`src/rtl/osd_comp_pkg.sv`:
```
package osd_comp_pkg;

   typedef enum logic [1:0] {
      TRIM_NONE    = 2'd0,
      TRIM_OUTLINE = 2'd1,
      TRIM_SHADOW  = 2'd2,
      TRIM_OFF3    = 2'd3
   } trim_mode_e;

   typedef enum logic [2:0] {
      LYR_NONE,
      LYR_SCREEN,
      LYR_CHR_BG,
      LYR_TRIM,
      LYR_GLYPH,
      LYR_SPR_TRIM,
      LYR_SPR_BODY
   } layer_e;

   localparam int unsigned RGBI_W = 4;
   localparam int unsigned SPR_C_W = 3;

   function automatic logic [RGBI_W-1:0] spr_to_rgbi(input logic [SPR_C_W-1:0] c);
      return {c, 1'b1};
   endfunction

endpackage

```
`src/rtl/osd_sprite_window.sv`:
```
module osd_sprite_window #(
   parameter int unsigned X_W       = 11,
   parameter int unsigned Y_W       = 10,
   parameter int unsigned STEP_LOG2 = 1,
   parameter int unsigned SPR_W     = 24,
   parameter int unsigned SPR_H     = 32,
   parameter int unsigned CODE_W    = 9,
   parameter int unsigned CODE_BASE = 9'h1F8,
   parameter int unsigned CODE_CNT  = 8
) (
   input  logic [X_W-1:0]           dot_x,
   input  logic [Y_W-1:0]           line_y,
   input  logic [X_W-STEP_LOG2-1:0] spr_x,
   input  logic [Y_W-STEP_LOG2-1:0] spr_y,
   input  logic [CODE_W-1:0]        spr_code,
   input  logic                     spr_en,
   output logic                     spr_on
);
   localparam int unsigned SX_W = X_W - STEP_LOG2;
   localparam int unsigned SY_W = Y_W - STEP_LOG2;
   localparam logic [CODE_W:0] C_LO = (CODE_W+1)'(CODE_BASE);
   localparam logic [CODE_W:0] C_HI = (CODE_W+1)'(CODE_BASE + CODE_CNT);

   logic [X_W:0] x0;
   logic [Y_W:0] y0;
   logic         code_ok;
   logic         in_x;
   logic         in_y;

   generate
      if (STEP_LOG2 == 0) begin : g_unit_step
         assign x0 = {1'b0, spr_x};
         assign y0 = {1'b0, spr_y};
      end else begin : g_coarse_step
         assign x0 = {1'b0, spr_x, {STEP_LOG2{1'b0}}};
         assign y0 = {1'b0, spr_y, {STEP_LOG2{1'b0}}};
      end
   endgenerate

   always_comb begin
      code_ok = ({1'b0, spr_code} >= C_LO) && ({1'b0, spr_code} < C_HI);
      in_x    = ({1'b0, dot_x} >= x0) && ({1'b0, dot_x} < x0 + (X_W+1)'(SPR_W));
      in_y    = ({1'b0, line_y} >= y0) && ({1'b0, line_y} < y0 + (Y_W+1)'(SPR_H));
      spr_on  = spr_en && code_ok && in_x && in_y;
   end

   logic unused_w;
   assign unused_w = ^{SX_W[0], SY_W[0]};

endmodule

```
`src/rtl/osd_char_layers.sv`:
```
module osd_char_layers
   import osd_comp_pkg::*;
#(
   parameter bit SHADE_EN = 1'b1
) (
   input  logic       dot_par,
   input  logic       line_par,
   input  logic       cell_active,
   input  logic       glyph_c,
   input  logic       glyph_l,
   input  logic       glyph_r,
   input  logic       glyph_u,
   input  logic       glyph_d,
   input  logic [1:0] trim_mode,
   input  logic       chr_bg_en,
   input  logic       shade_en,
   output logic       glyph_px,
   output logic       trim_px,
   output logic       cbg_px
);
   logic nb_hit;
   logic stipple;

   always_comb begin
      unique case (trim_mode_e'(trim_mode))
         TRIM_OUTLINE: nb_hit = glyph_l | glyph_r | glyph_u | glyph_d;
         TRIM_SHADOW:  nb_hit = glyph_l | glyph_u;
         default:      nb_hit = 1'b0;
      endcase
   end

   generate
      if (SHADE_EN) begin : g_shade
         assign stipple = shade_en & (dot_par ^ line_par);
      end else begin : g_no_shade
         logic unused_s;
         assign unused_s = shade_en ^ dot_par ^ line_par;
         assign stipple  = 1'b0;
      end
   endgenerate

   assign glyph_px = cell_active & glyph_c;
   assign trim_px  = cell_active & ~glyph_c & nb_hit;
   assign cbg_px   = cell_active & (chr_bg_en | stipple);

endmodule

```
`src/rtl/osd_layer_mux.sv`:
```
module osd_layer_mux
   import osd_comp_pkg::*;
(
   input  logic                spr_on,
   input  logic                spr_bit,
   input  logic                spr_edge,
   input  logic [SPR_C_W-1:0]  spr_body_color,
   input  logic [SPR_C_W-1:0]  spr_trim_color,
   input  logic                glyph_px,
   input  logic                trim_px,
   input  logic                cbg_px,
   input  logic                scr_px,
   input  logic [RGBI_W-1:0]   chr_color,
   input  logic [RGBI_W-1:0]   trim_color,
   input  logic [RGBI_W-1:0]   chr_bg_color,
   input  logic [RGBI_W-1:0]   scr_bg_color,
   output logic [RGBI_W-1:0]   rgbi_d,
   output logic                key_all_d,
   output logic                key_chr_d
);
   layer_e win;

   always_comb begin
      if (spr_on && spr_bit)                win = LYR_SPR_BODY;
      else if (spr_on && spr_edge)          win = LYR_SPR_TRIM;
      else if (glyph_px)                    win = LYR_GLYPH;
      else if (trim_px)                     win = LYR_TRIM;
      else if (cbg_px)                      win = LYR_CHR_BG;
      else if (scr_px)                      win = LYR_SCREEN;
      else                                  win = LYR_NONE;
   end

   always_comb begin
      unique case (win)
         LYR_SPR_BODY: rgbi_d = spr_to_rgbi(spr_body_color);
         LYR_SPR_TRIM: rgbi_d = spr_to_rgbi(spr_trim_color);
         LYR_GLYPH:    rgbi_d = chr_color;
         LYR_TRIM:     rgbi_d = trim_color;
         LYR_CHR_BG:   rgbi_d = chr_bg_color;
         LYR_SCREEN:   rgbi_d = scr_bg_color;
         default:      rgbi_d = '0;
      endcase
   end

   assign key_chr_d = glyph_px | trim_px | cbg_px;
   assign key_all_d = key_chr_d | scr_px;

endmodule

```
`src/rtl/osd_compositor.sv`:
```
module osd_compositor
   import osd_comp_pkg::*;
#(
   parameter int unsigned X_W       = 11,
   parameter int unsigned Y_W       = 10,
   parameter int unsigned STEP_LOG2 = 1,
   parameter int unsigned SPR_W     = 24,
   parameter int unsigned SPR_H     = 32,
   parameter int unsigned CODE_W    = 9,
   parameter int unsigned CODE_BASE = 9'h1F8,
   parameter int unsigned CODE_CNT  = 8,
   parameter bit          SHADE_EN  = 1'b1
) (
   input  logic                     clk,
   input  logic                     rst_n,
   input  logic [X_W-1:0]           dot_x,
   input  logic [Y_W-1:0]           line_y,
   input  logic                     cell_active,
   input  logic                     glyph_c,
   input  logic                     glyph_l,
   input  logic                     glyph_r,
   input  logic                     glyph_u,
   input  logic                     glyph_d,
   input  logic [3:0]               chr_color,
   input  logic [3:0]               chr_bg_color,
   input  logic                     chr_bg_en,
   input  logic                     shade_en,
   input  logic [1:0]               trim_mode,
   input  logic [3:0]               trim_color,
   input  logic                     scr_bg_en,
   input  logic [3:0]               scr_bg_color,
   input  logic                     color_mode,
   input  logic                     spr_en,
   input  logic [X_W-STEP_LOG2-1:0] spr_x,
   input  logic [Y_W-STEP_LOG2-1:0] spr_y,
   input  logic [CODE_W-1:0]        spr_code,
   input  logic                     spr_bit,
   input  logic                     spr_edge,
   input  logic [2:0]               spr_body_color,
   input  logic [2:0]               spr_trim_color,
   output logic [3:0]               rgbi,
   output logic                     key_all,
   output logic                     key_chr,
   output logic                     color_sel
);

   if (STEP_LOG2 >= X_W || STEP_LOG2 >= Y_W) begin : g_bad_step
      $error("osd_compositor: STEP_LOG2 must be below both counter widths");
   end
   if (SPR_W == 0 || SPR_W >= (1 << X_W) || SPR_H == 0 || SPR_H >= (1 << Y_W)) begin : g_bad_size
      $error("osd_compositor: sprite size must be nonzero and fit the counters");
   end
   if (CODE_CNT == 0 || CODE_BASE + CODE_CNT > (1 << CODE_W)) begin : g_bad_code
      $error("osd_compositor: sprite code range must fit CODE_W");
   end

   logic              spr_on;
   logic              glyph_px;
   logic              trim_px;
   logic              cbg_px;
   logic [RGBI_W-1:0] rgbi_d;
   logic              key_all_d;
   logic              key_chr_d;

   osd_sprite_window #(
      .X_W(X_W), .Y_W(Y_W), .STEP_LOG2(STEP_LOG2), .SPR_W(SPR_W), .SPR_H(SPR_H),
      .CODE_W(CODE_W), .CODE_BASE(CODE_BASE), .CODE_CNT(CODE_CNT)
   ) i_win (
      .dot_x   (dot_x),
      .line_y  (line_y),
      .spr_x   (spr_x),
      .spr_y   (spr_y),
      .spr_code(spr_code),
      .spr_en  (spr_en),
      .spr_on  (spr_on)
   );

   osd_char_layers #(.SHADE_EN(SHADE_EN)) i_chr (
      .dot_par    (dot_x[0]),
      .line_par   (line_y[0]),
      .cell_active(cell_active),
      .glyph_c    (glyph_c),
      .glyph_l    (glyph_l),
      .glyph_r    (glyph_r),
      .glyph_u    (glyph_u),
      .glyph_d    (glyph_d),
      .trim_mode  (trim_mode),
      .chr_bg_en  (chr_bg_en),
      .shade_en   (shade_en),
      .glyph_px   (glyph_px),
      .trim_px    (trim_px),
      .cbg_px     (cbg_px)
   );

   osd_layer_mux i_mux (
      .spr_on        (spr_on),
      .spr_bit       (spr_bit),
      .spr_edge      (spr_edge),
      .spr_body_color(spr_body_color),
      .spr_trim_color(spr_trim_color),
      .glyph_px      (glyph_px),
      .trim_px       (trim_px),
      .cbg_px        (cbg_px),
      .scr_px        (scr_bg_en),
      .chr_color     (chr_color),
      .trim_color    (trim_color),
      .chr_bg_color  (chr_bg_color),
      .scr_bg_color  (scr_bg_color),
      .rgbi_d        (rgbi_d),
      .key_all_d     (key_all_d),
      .key_chr_d     (key_chr_d)
   );

   always_ff @(posedge clk or negedge rst_n) begin
      if (!rst_n) begin
         rgbi      <= '0;
         key_all   <= 1'b0;
         key_chr   <= 1'b0;
         color_sel <= 1'b0;
      end else begin
         rgbi      <= rgbi_d;
         key_all   <= key_all_d;
         key_chr   <= key_chr_d;
         color_sel <= color_mode;
      end
   end

endmodule

```
`config.mk`:
```
export PLATFORM = sky130hd
export DESIGN_NAME = osd_compositor
export DESIGN_NICKNAME = d
export VERILOG_FILES = /design/src/rtl/osd_comp_pkg.sv /design/src/rtl/osd_sprite_window.sv /design/src/rtl/osd_char_layers.sv /design/src/rtl/osd_layer_mux.sv /design/src/rtl/osd_compositor.sv
export SDC_FILE = /design/constraint.sdc
export NUM_CORES = 1
export LEC_CHECK = 0
export ABC_AREA = 1
export BUFFER_PORTS_ARGS = -buffer_cell sky130_fd_sc_hd__buf_4
export CORE_ASPECT_RATIO = 1.5
export CORE_MARGIN = 5
export CORE_UTILIZATION = 49
export CTS_CLUSTER_DIAMETER = 60
export DETAILED_ROUTE_END_ITERATION = 10
export PLACE_DENSITY = 0.87
export RECOVER_POWER = 50
export SETUP_SLACK_MARGIN = 0.2
export SYNTH_ARGS = -nofsm -noshare
export SYNTH_HDL_FRONTEND = slang
export SYNTH_SLANG_ARGS = --single-unit
export TNS_END_PERCENT = 1
```
`constraint.sdc`:
```
create_clock -name clk -period 1.07 [get_ports clk]
set_clock_uncertainty 0.1 [all_clocks]
set_input_delay 0.0535 -clock clk [delete_from_list [all_inputs] [get_ports clk]]
set_output_delay 0.0535 -clock clk [all_outputs]
set_load 0.01 [all_outputs]
```
# Yosys cells after proc, flatten, opt, wreduce, memory -nomap -nowiden
# Index checks and enable logic that the tools add are counted.
# totals
regBits,7
latch_bits,0
ram_bits,0
rom_bits,0
inputBits,88
mem_count,0
# classes
n_addsub,2
multipliers,0
n_div,0
order_cmp,5
eq_ne,8
shift,0
mux,8
bitwise_logic,15
reduce_logical,7
# ops
operator,n
$pmux 4 s6,1
$mux 3,5
$add 11x5->12 const B,1
$lt 11x12->1,1
$add 10x6->11 const B,1
$ge 11x11->1,1
$lt 10x11->1,1
$ge 10x10->1,1
$eq 3x3->1 const B,3
$ge 9x9->1 const B,1
$or 1x1->1,8
$logic_and 1x1->1,7
$eq 3x2->1 const B,2
$and 1x1->1,5
$eq 3x1->1 const B,1
$eq 2x1->1 const B,1
$eq 2x2->1 const B,1
$pmux 1 s2,1
$mux 1,1
$not 1->1,1
$xor 1x1->1,1

# Logic depth before layout (Yosys ltp)
# Gate-level depths: netlist of the first run.
# depth
depth_word,11
ltp_mapped,18

# Modules after synthesis
# Synthesis of the first run repeated with hierarchy kept, for this count alone.
# unflattened
cells_unflattened,282
area_unflattened_um2,1751.7
# by_module_without_submodules
module,instances,cells_each,area_per_inst_um2,seq_area_each_um2
osd_sprite_window,1,190,1134.8,0.0
osd_layer_mux,1,63,332.8,0.0
osd_compositor,1,7,175.2,175.2
osd_char_layers,1,22,108.9,0.0

# Least setup slack after synthesis of the first run
# OpenSTA, ideal clock, no wires.
# synth_path
path_type,input-to-reg
startpoint,in spr_x[2]
endpoint,reg rgbi[1]
arrival_ps,1957
required_time_ps,840
path_slack_ps,-1117
cell_stages,17
n_path_buf,1
cell_sequence,inv_1 -> ha_1 -> nor2_1 -> xor2_1 -> ha_1 -> a21o_1 -> nor2_1 -> nand2_1 -> nand2_1 -> nand2_1 -> nand2_1 -> nand4_1 -> buf_4 -> nand3_2 -> nor2_1 -> nor2_1 -> nand4_1
# synth_between
elab_chain_cells,10
word_cells_on_any_way,17
# synth_lines
element,line,rtl
"start, declared",osd_compositor.sv:34,"input logic [X_W-STEP_LOG2-1:0] spr_x,"
$add 11x5->12,osd_sprite_window.sv:42,"in_x = ({1'b0, dot_x} >= x0) && ({1'b0, dot_x} < x0 + (X_W+1)'(SPR_W));"
$lt 11x12->1,osd_sprite_window.sv:42,
$logic_and 1x1->1 (*),osd_sprite_window.sv:42,
$logic_and 1x1->1 (*) (2 in series),osd_sprite_window.sv:44,spr_on = spr_en && code_ok && in_x && in_y;
$logic_and 1x1->1,osd_layer_mux.sv:25,else if (spr_on && spr_edge) win = LYR_SPR_TRIM;
$mux 3,osd_layer_mux.sv:25,
$mux 3 (*),osd_layer_mux.sv:24,if (spr_on && spr_bit) win = LYR_SPR_BODY;
$eq 3x1->1 (tied with other cells),osd_layer_mux.sv:34,unique case (win)
$pmux 4 s6 (*),osd_layer_mux.sv:34,
via i_mux.rgbi_d[1],osd_layer_mux.sv:17,"output logic [RGBI_W-1:0] rgbi_d,"
"end signal, assigned",osd_compositor.sv:121,rgbi <= rgbi_d;
"end, declared",osd_compositor.sv:41,"output logic [3:0] rgbi,"
# Mark *: on every way through the listed nets, which the timed path passes. The rest lies on a longest branch.

# Worst setup path in the final report of the first run
# layout_path
startpoint,in spr_x[2]
endpoint,reg rgbi[3]
# The elaborated chain is that of the path after synthesis.

==> flow_summary.yaml, run 1 <==
power_and_ir_drop:
  vdd.ir_drop.worst_v: 0.000669
  power.internal_w: 0.00112
  power.combinational.fraction: 0.615
  p_sw_w: 0.000599
  power.density_nw_per_um2: 589
  switching_share: 0.349
  power.share.sequential: 0.178
  static-leakage-power_nw: 1.74
  power.share.clock: 0.208
outcome:
  run_status: "finished, violations left"
  failed_checks: "negative setup slack"
layout:
  final_net_count: 541
  area_growth_pct: 66.8
  postLayoutCoreUtil: 0.855
  final_layout_size_suffix_gt1_frac: 0.394
  diodes: 0
timing:
  finalCritPeriodShare: 2.01
  fin_crit_ns: 2.15
  worst-slew-pin-transition_ns: 0.352
  setup_viol_count_final: 5
  grt_setup_unrepaired: "true"
  fin_worst_hold_slack_ns: 0.00401
  count_of_endpoints_failing_hold_in_the_final_timing_report: 0
  timing.slew.headroom: 0.765
  final_max_slew_viol_count: 0
  final_critical_path_setup_slack_ns: -1.08
  timing.fmax_mhz: 466
global_route:
  groute.layer.met2.usage: 0.458
  grt_antenna_before_repair: 0
  maximum_number_of_pins_on_one_net_before_global_route_repair: 9
  grt.busiest_layer: "met2"
  grt_use_total: 0.227
  gr-total-overflow: 0
  met1_usage: 0.215
  via_count_of_the_first_global_routing_pass: 2398
  grt_util_met3: 0.0357
  global_route_wire_length_before_repair_um: 9120
synth:
  yosys.area_share.simple: 0.395
  synth.lib_cells_used.distinct: 29
  multiplexer_share_of_the_synthesized_area: 0
  synth_warnings: 0
  compound_gate_portion_of_the_synthesized_area: 0.0701
  yosys.area_share.xor_xnor: 0.0450
  synth_top_family_by_area: "simple AND/OR/NAND/NOR gates"
  synth-seq-area-share: 0.100
  synth_fp_nets: 408
  synth_instances: 284
  post_synthesis_share_of_cell_area_spent_on_full_adders_half_adders_and_majority_gates: 0.257
  syn_area_per_cell_sq_um: 6.16
  netlist_area_sq_um: 1750
  postSynthRegisterBits: 7
critical_path:
  crit_end: "rgbi[3]"
  critical_path_buf_inv_count: 4
  startpoint_type_of_the_worst_setup_path: "input port"
  critical_path_peak_fanout: 5
  worstPathRequired_ns: 1.06
  critical_path.max_stage_delay_ns: 0.20
  timing.critical_path.from: "spr_x[2]"
  crit_chain: "buf_4, inv_4, a21oi_2, inv_1, nor2_1, nand2_1, nor3_2, xor2_1, ha_1, a21boi_2, nor2_2, nand2_2, nor2_4, nand4_1, buf_4, nand3_2, nor2_1, nor2_1, nand4_1"
  arrival_ns: 2.14
  critical-path-slowest-cell: "sky130_fd_sc_hd__buf_4"
  path_delay_family: "simple AND/OR/NAND/NOR gates"
  timing.critical_path.to_type: "flip-flop"
  cpMostUsedCell: "sky130_fd_sc_hd__nor2_1"
  path_class: "input port to flip-flop"
  wp_depth: 19
worst_hold_path:
  hold_class: "input port to flip-flop"
floorplan:
  placement_rows: 26
  io_pins: 95
  effective_utilization_at_floorplan: 0.512
  chipHeight_um: 83.2
  core_region_area_sq_um: 3420
  fp.dieArea_sq_um: 4890
  dieWidth_um: 58.8
clock_tree:
  cts.reportedPaths.clkPinSlew_ns: 0.04
  h-tree-depth: 1
  cts_setup_buffers: 0
  tritoncts: "done"
  clockBufferDepth: 2
  ctsRootBufferMaster: "sky130_fd_sc_hd__clkbuf_8"
  cts_num_sinks: 7
  tritoncts.num_buffers: 3
drt:
  finalWirelength_um: 5410
  drt_pass1_iterations: 4
  detailroute.via_count: 2242
  first_iter_violations: 48
  postRouteAntennaNets: 0
  route.detailed.wl_per_inst_um: 11.8
  route.detailed.drc: 0
  routed_via_density: 4.90
place:
  place_congestion: 0.889
  dp_hpwl_um: 4780
  port_buffers: 91
job:
  cap_viol_max_count: 0
## layout make-up
type                    count  area [sq um]
well taps                  42          52.6
fillers                   210           497
flip-flops and latches      7           175
repair buffers            129          1000
multi-input cells         216          1420
inverters                  60           228
clock buffers               4          45.0
## Yosys cell counts
master                     instances  area share
sky130_fd_sc_hd__a211oi_1          1      0.0043
sky130_fd_sc_hd__a21boi_0          2      0.0086
sky130_fd_sc_hd__a21boi_1          1      0.0043
sky130_fd_sc_hd__a21o_1            2      0.0086
sky130_fd_sc_hd__a21oi_1          12       0.034
sky130_fd_sc_hd__buf_4             1      0.0043
sky130_fd_sc_hd__dfrtp_1           7        0.10
sky130_fd_sc_hd__ha_1             36        0.26
sky130_fd_sc_hd__inv_1            58        0.12
sky130_fd_sc_hd__inv_2             2      0.0043
sky130_fd_sc_hd__nand2_1          66        0.14
sky130_fd_sc_hd__nand2_2           3       0.011
sky130_fd_sc_hd__nand2_4           1      0.0064
sky130_fd_sc_hd__nand3_1          11       0.031
sky130_fd_sc_hd__nand3_2           1      0.0057
sky130_fd_sc_hd__nand3b_1          1      0.0043
sky130_fd_sc_hd__nand4_1          12       0.043
sky130_fd_sc_hd__nand4_2           1      0.0071
sky130_fd_sc_hd__nand4_4           1       0.012
sky130_fd_sc_hd__nor2_1           45       0.096
sky130_fd_sc_hd__nor2_2            2      0.0071
sky130_fd_sc_hd__nor2_4            3       0.019
sky130_fd_sc_hd__nor3_1            2      0.0057
sky130_fd_sc_hd__o21ai_0           1      0.0029
sky130_fd_sc_hd__o21ai_1           1      0.0029
sky130_fd_sc_hd__o21bai_1          1      0.0043
sky130_fd_sc_hd__or2_2             1      0.0036
sky130_fd_sc_hd__xnor2_1           1      0.0050
sky130_fd_sc_hd__xor2_1            8       0.040
## per-layer routing
| layer | up-vias | wire length, um |
|---|---|---|
| li1 | 1160 | - |
| met1 | 980 | 1850 |
| met4 | 0 | 101 |
| met5 | - | 0 |
| met3 | 14 | 376 |
| met2 | 88 | 3080 |
## through the flow
step	TNS (ns)	setup WS [ns]	instances	instance area [sq um]	power, W
after global routing	-5.15	-1.27	458	2920	0.00188
after floorplan	-3.99	-0.983	284	1790	0.000780
final	-4.35	-1.08	458	2920	0.00172
after detailed placement	-6.15	-1.41	451	2770	0.00130
after CTS	-4.30	-1.07	458	2900	0.00171
after global placement	-5.65	-1.29	451	2770	0.00126
## layout by cell type (no fill, tap or decap), drive strengths merged
cell,Yosys,layout
buf,1,126
nand2,70,70
inv,60,60
nor2,50,50
ha,36,36
nand4,14,14
nand3,12,12
a21oi,12,12
xor2,8,8
dfrtp,7,7
clkbuf,0,5
a21boi,3,3
a21o,2,2
o21ai,2,2
dlygate4sd3,0,2
nor3,2,2
xnor2,1,1
nand3b,1,1
a211oi,1,1
o21bai,1,1
or2,1,1
## power by group through the flow
stage	logic, W	clock network, W	registers [W]
floorplan	0.000463	0	0.000317
global placement	0.000962	0	0.000302
detailed placement	0.00100	0	0.000303
CTS	0.00104	0.000366	0.000304
global route	0.00119	0.000386	0.000307
finish	0.00106	0.000357	0.000305
## worst min-delay path: cells and delay by family
| family | cells | cell delay (ns) |
|---|---|---|
| simple gates | 2 | 0.15 |
| buf+inv | 1 | 0.08 |
## cells by family (layout without fill, tap and decap cells)
logic type,count (synthesis),in the layout
simple gates,150,150
flops,7,7
compound gates,21,21
xor+xnor,9,9
buf+inv,61,193
fa+ha+maj,36,36
## sequential cells by signal (all words and copies together), names as in the netlist
name and count:
rgbi 4, color_sel 1, key_all 1, key_chr 1
## what timing repair did
action | in CTS | in global routing
hold buffers | 2 | 0
endpoints found under the setup margin | 11 | 13
gates resized for setup | 19 | 9
pin swaps | 6 | 5
endpoints found under the hold margin | 10 | 0
gates cloned | 1 | 0
## how the worst min path moves through the flow
| stage | slack [ns] | to | depth (start not counted) | start |
|---|---|---|---|---|
| floorplan | -0.34 | color_sel | 0 | rst_n |
| global placement | -0.24 | key_chr | 1 | rst_n |
| detailed placement | -0.23 | key_chr | 1 | rst_n |
| CTS | -0.001 | rgbi[3] | 3 | scr_bg_color[3] |
| global route | 0.008 | rgbi[3] | 3 | scr_bg_color[3] |
| finish | 0.004 | rgbi[3] | 3 | scr_bg_color[3] |
(Power assumes the default switching activity.)
==> inputs of run 2 (changes only) <==
Settings changed: CORE_UTILIZATION 49 to 30, PLACE_DENSITY 0.87 to not set, RECOVER_POWER 50 to not set.
==> run 2 against run 1 <==
Compared with the run above: largest power group unchanged; fmax decreased by 1.4%; global-route usage decreased by 8.8 points; setup slack got worse by 0.030 ns; highest routed layer unchanged; first-iteration DRC count increased by 15%; the run ends with negative hold slack, negative setup slack left.
==> flow_summary.yaml, run 2 (synthesis results as in run 1) <==
power_and_ir_drop:
  p_sw_w: 0.000597
  power.internal_w: 0.00112
  static-leakage-power_nw: 1.77
  power.density_nw_per_um2: 569
  power.share.sequential: 0.176
  switching_share: 0.347
  power.share.clock: 0.217
  vdd.ir_drop.worst_v: 0.000227
  power.combinational.fraction: 0.607
drt:
  postRouteAntennaNets: 0
  route.detailed.drc: 0
  detailroute.via_count: 2168
  first_iter_violations: 55
  routed_via_density: 4.41
  route.detailed.wl_per_inst_um: 10.6
  finalWirelength_um: 5200
  drt_pass1_iterations: 4
layout:
  area_growth_pct: 72.8
  final_net_count: 545
  final_standard_cell_count_with_taps_included_and_fillers_excluded: 492
  layout_common_cells: "117 x sky130_fd_sc_hd__buf_4, 61 x sky130_fd_sc_hd__nand2_1, 55 x sky130_fd_sc_hd__inv_1, 44 x sky130_fd_sc_hd__nor2_1, 34 x sky130_fd_sc_hd__ha_1"
  most_common_cell_after_layout_fill_and_taps_aside: "sky130_fd_sc_hd__buf_4"
  register_bank_with_the_most_flops: "rgbi"
  final_layout_size_suffix_gt1_frac: 0.390
  diodes: 0
  nFillCells: 586
  largest_register_ffs: 4
timing:
  timing.setup.tns_ns: -4.49
  timing.fmax_mhz: 460
  count_of_endpoints_failing_hold_in_the_final_timing_report: 3
  setup_viol_count_final: 5
  finalCritPeriodShare: 2.03
  worst-slew-pin-transition_ns: 0.286
  final_critical_path_setup_slack_ns: -1.11
  fin_crit_ns: 2.18
  timing.slew.headroom: 0.809
  final_max_slew_viol_count: 0
  grt_setup_unrepaired: "true"
  fin_worst_hold_slack_ns: -0.0542
global_route:
  grt_use_total: 0.139
  global_route_wire_length_before_repair_um: 8730
  maximum_number_of_pins_on_one_net_before_global_route_repair: 10
  grt_antenna_before_repair: 0
  gr-total-overflow: 0
  via_count_of_the_first_global_routing_pass: 2179
floorplan:
  dieWidth_um: 72.4
  io_pins: 95
  chipHeight_um: 104
  placement_rows: 34
  core_region_area_sq_um: 5740
  effective_utilization_at_floorplan: 0.305
  fp.dieArea_sq_um: 7490
outcome:
  failed_checks: "negative hold slack, negative setup slack"
  run_status: "finished, violations left"
clock_tree:
  h-tree-depth: 1
  ctsHoldBuffers: 4
  clockBufferDepth: 2
  ctsRootBufferMaster: "sky130_fd_sc_hd__clkbuf_8"
  tritoncts.num_buffers: 3
  cts_num_sinks: 7
  tritoncts: "done"
  cts.reportedPaths.clkPinSlew_ns: 0.04
critical_path:
  arrival_ns: 2.24
  timing.critical_path.to_type: "flip-flop"
  critical_path_peak_fanout: 6
  worstPathRequired_ns: 1.13
  timing.critical_path.from: "spr_x[2]"
  startpoint_type_of_the_worst_setup_path: "input port"
  path_class: "input port to flip-flop"
place:
  placement.setup.worst_slack_ns: -1.35
  place_congestion: 0.820
  place.detailed.instances: 478
  port_buffers: 91
  dp_hpwl_um: 4720
job:
  cap_viol_max_count: 0
worst_hold_path:
  worst_hold_path_cells: 2
  hold_class: "input port to flip-flop"
  holdCritStartpoint: "scr_bg_en"
[run 2: final cells by class]
type	instances	area [sq um]	share of cell area
Tap cell	72	90.1	0.0298
Multi-Input combinational cell	216	1440	0.474
Sequential cell	7	175	0.0579
Clock buffer	4	45.0	0.0149
Timing Repair Buffer	133	1050	0.346
Inverter	60	233	0.0769
[run 2: path summary, 6_finish.rpt]
path | endpoint
min in group asynchronous | rgbi[3]
max in group asynchronous | color_sel
min | key_all
max | rgbi[2]
[run 2: worst max-delay path: stages]
cell	delay [ns]
sky130_fd_sc_hd__buf_4	0.10
sky130_fd_sc_hd__inv_4	0.04
sky130_fd_sc_hd__a21oi_4	0.11
sky130_fd_sc_hd__inv_1	0.05
sky130_fd_sc_hd__nor2_1	0.09
sky130_fd_sc_hd__nand2_1	0.08
sky130_fd_sc_hd__nor3_2	0.19
sky130_fd_sc_hd__xor2_1	0.18
sky130_fd_sc_hd__ha_2	0.28
sky130_fd_sc_hd__a21boi_1	0.13
sky130_fd_sc_hd__nand2_2	0.08
sky130_fd_sc_hd__buf_4	0.11
sky130_fd_sc_hd__nand4_4	0.17
sky130_fd_sc_hd__nand2_4	0.14
sky130_fd_sc_hd__nand2_4	0.07
sky130_fd_sc_hd__nor2_4	0.16
sky130_fd_sc_hd__nand3_1	0.09
sky130_fd_sc_hd__nand4_1	0.10
[run 2: stage by stage]
| step | area (sq um) | power [W] | hold WS [ns] | util |
|---|---|---|---|---|
| final | 3030 | 0.00172 | -0.0542 | 0.527 |
| after global routing | 3030 | 0.00189 | -0.0501 | 0.527 |
| after CTS | 2900 | 0.00169 | -0.0558 | 0.505 |
| after detailed placement | 2790 | 0.00129 | -0.230 | 0.485 |
| after global placement | 2790 | 0.00127 | -0.232 | 0.485 |
| after floorplan | 1790 | 0.000780 | -0.342 | - |
[run 2: metal layers]
metal  vias to the layer above  track usage  wire length [um]
li1                       1166            -                 -
met1                       929        0.145              1900
met2                        68        0.278              2870
met3                         5       0.0242               384
met4                         0       0.0251                45
met5                         -            0                 0
[run 2: power by group through the flow]
stage	sequential [W]	clock [W]	combinational, W
2_1_floorplan	0.000317	0	0.000463
3_3_place_gp	0.000302	0	0.000971
3_5_place_dp	0.000303	0	0.000986
4_1_cts	0.000301	0.000372	0.00102
5_1_grt	0.000306	0.000391	0.00119
6_report	0.000304	0.000373	0.00104
[run 2: timing repair]
action	in CTS	in global routing
endpoints found under the setup margin	9	13
cloned	0	1
buffers inserted	0	5
resized for setup	10	23
endpoints found under the hold margin	12	1
pin swaps	3	19
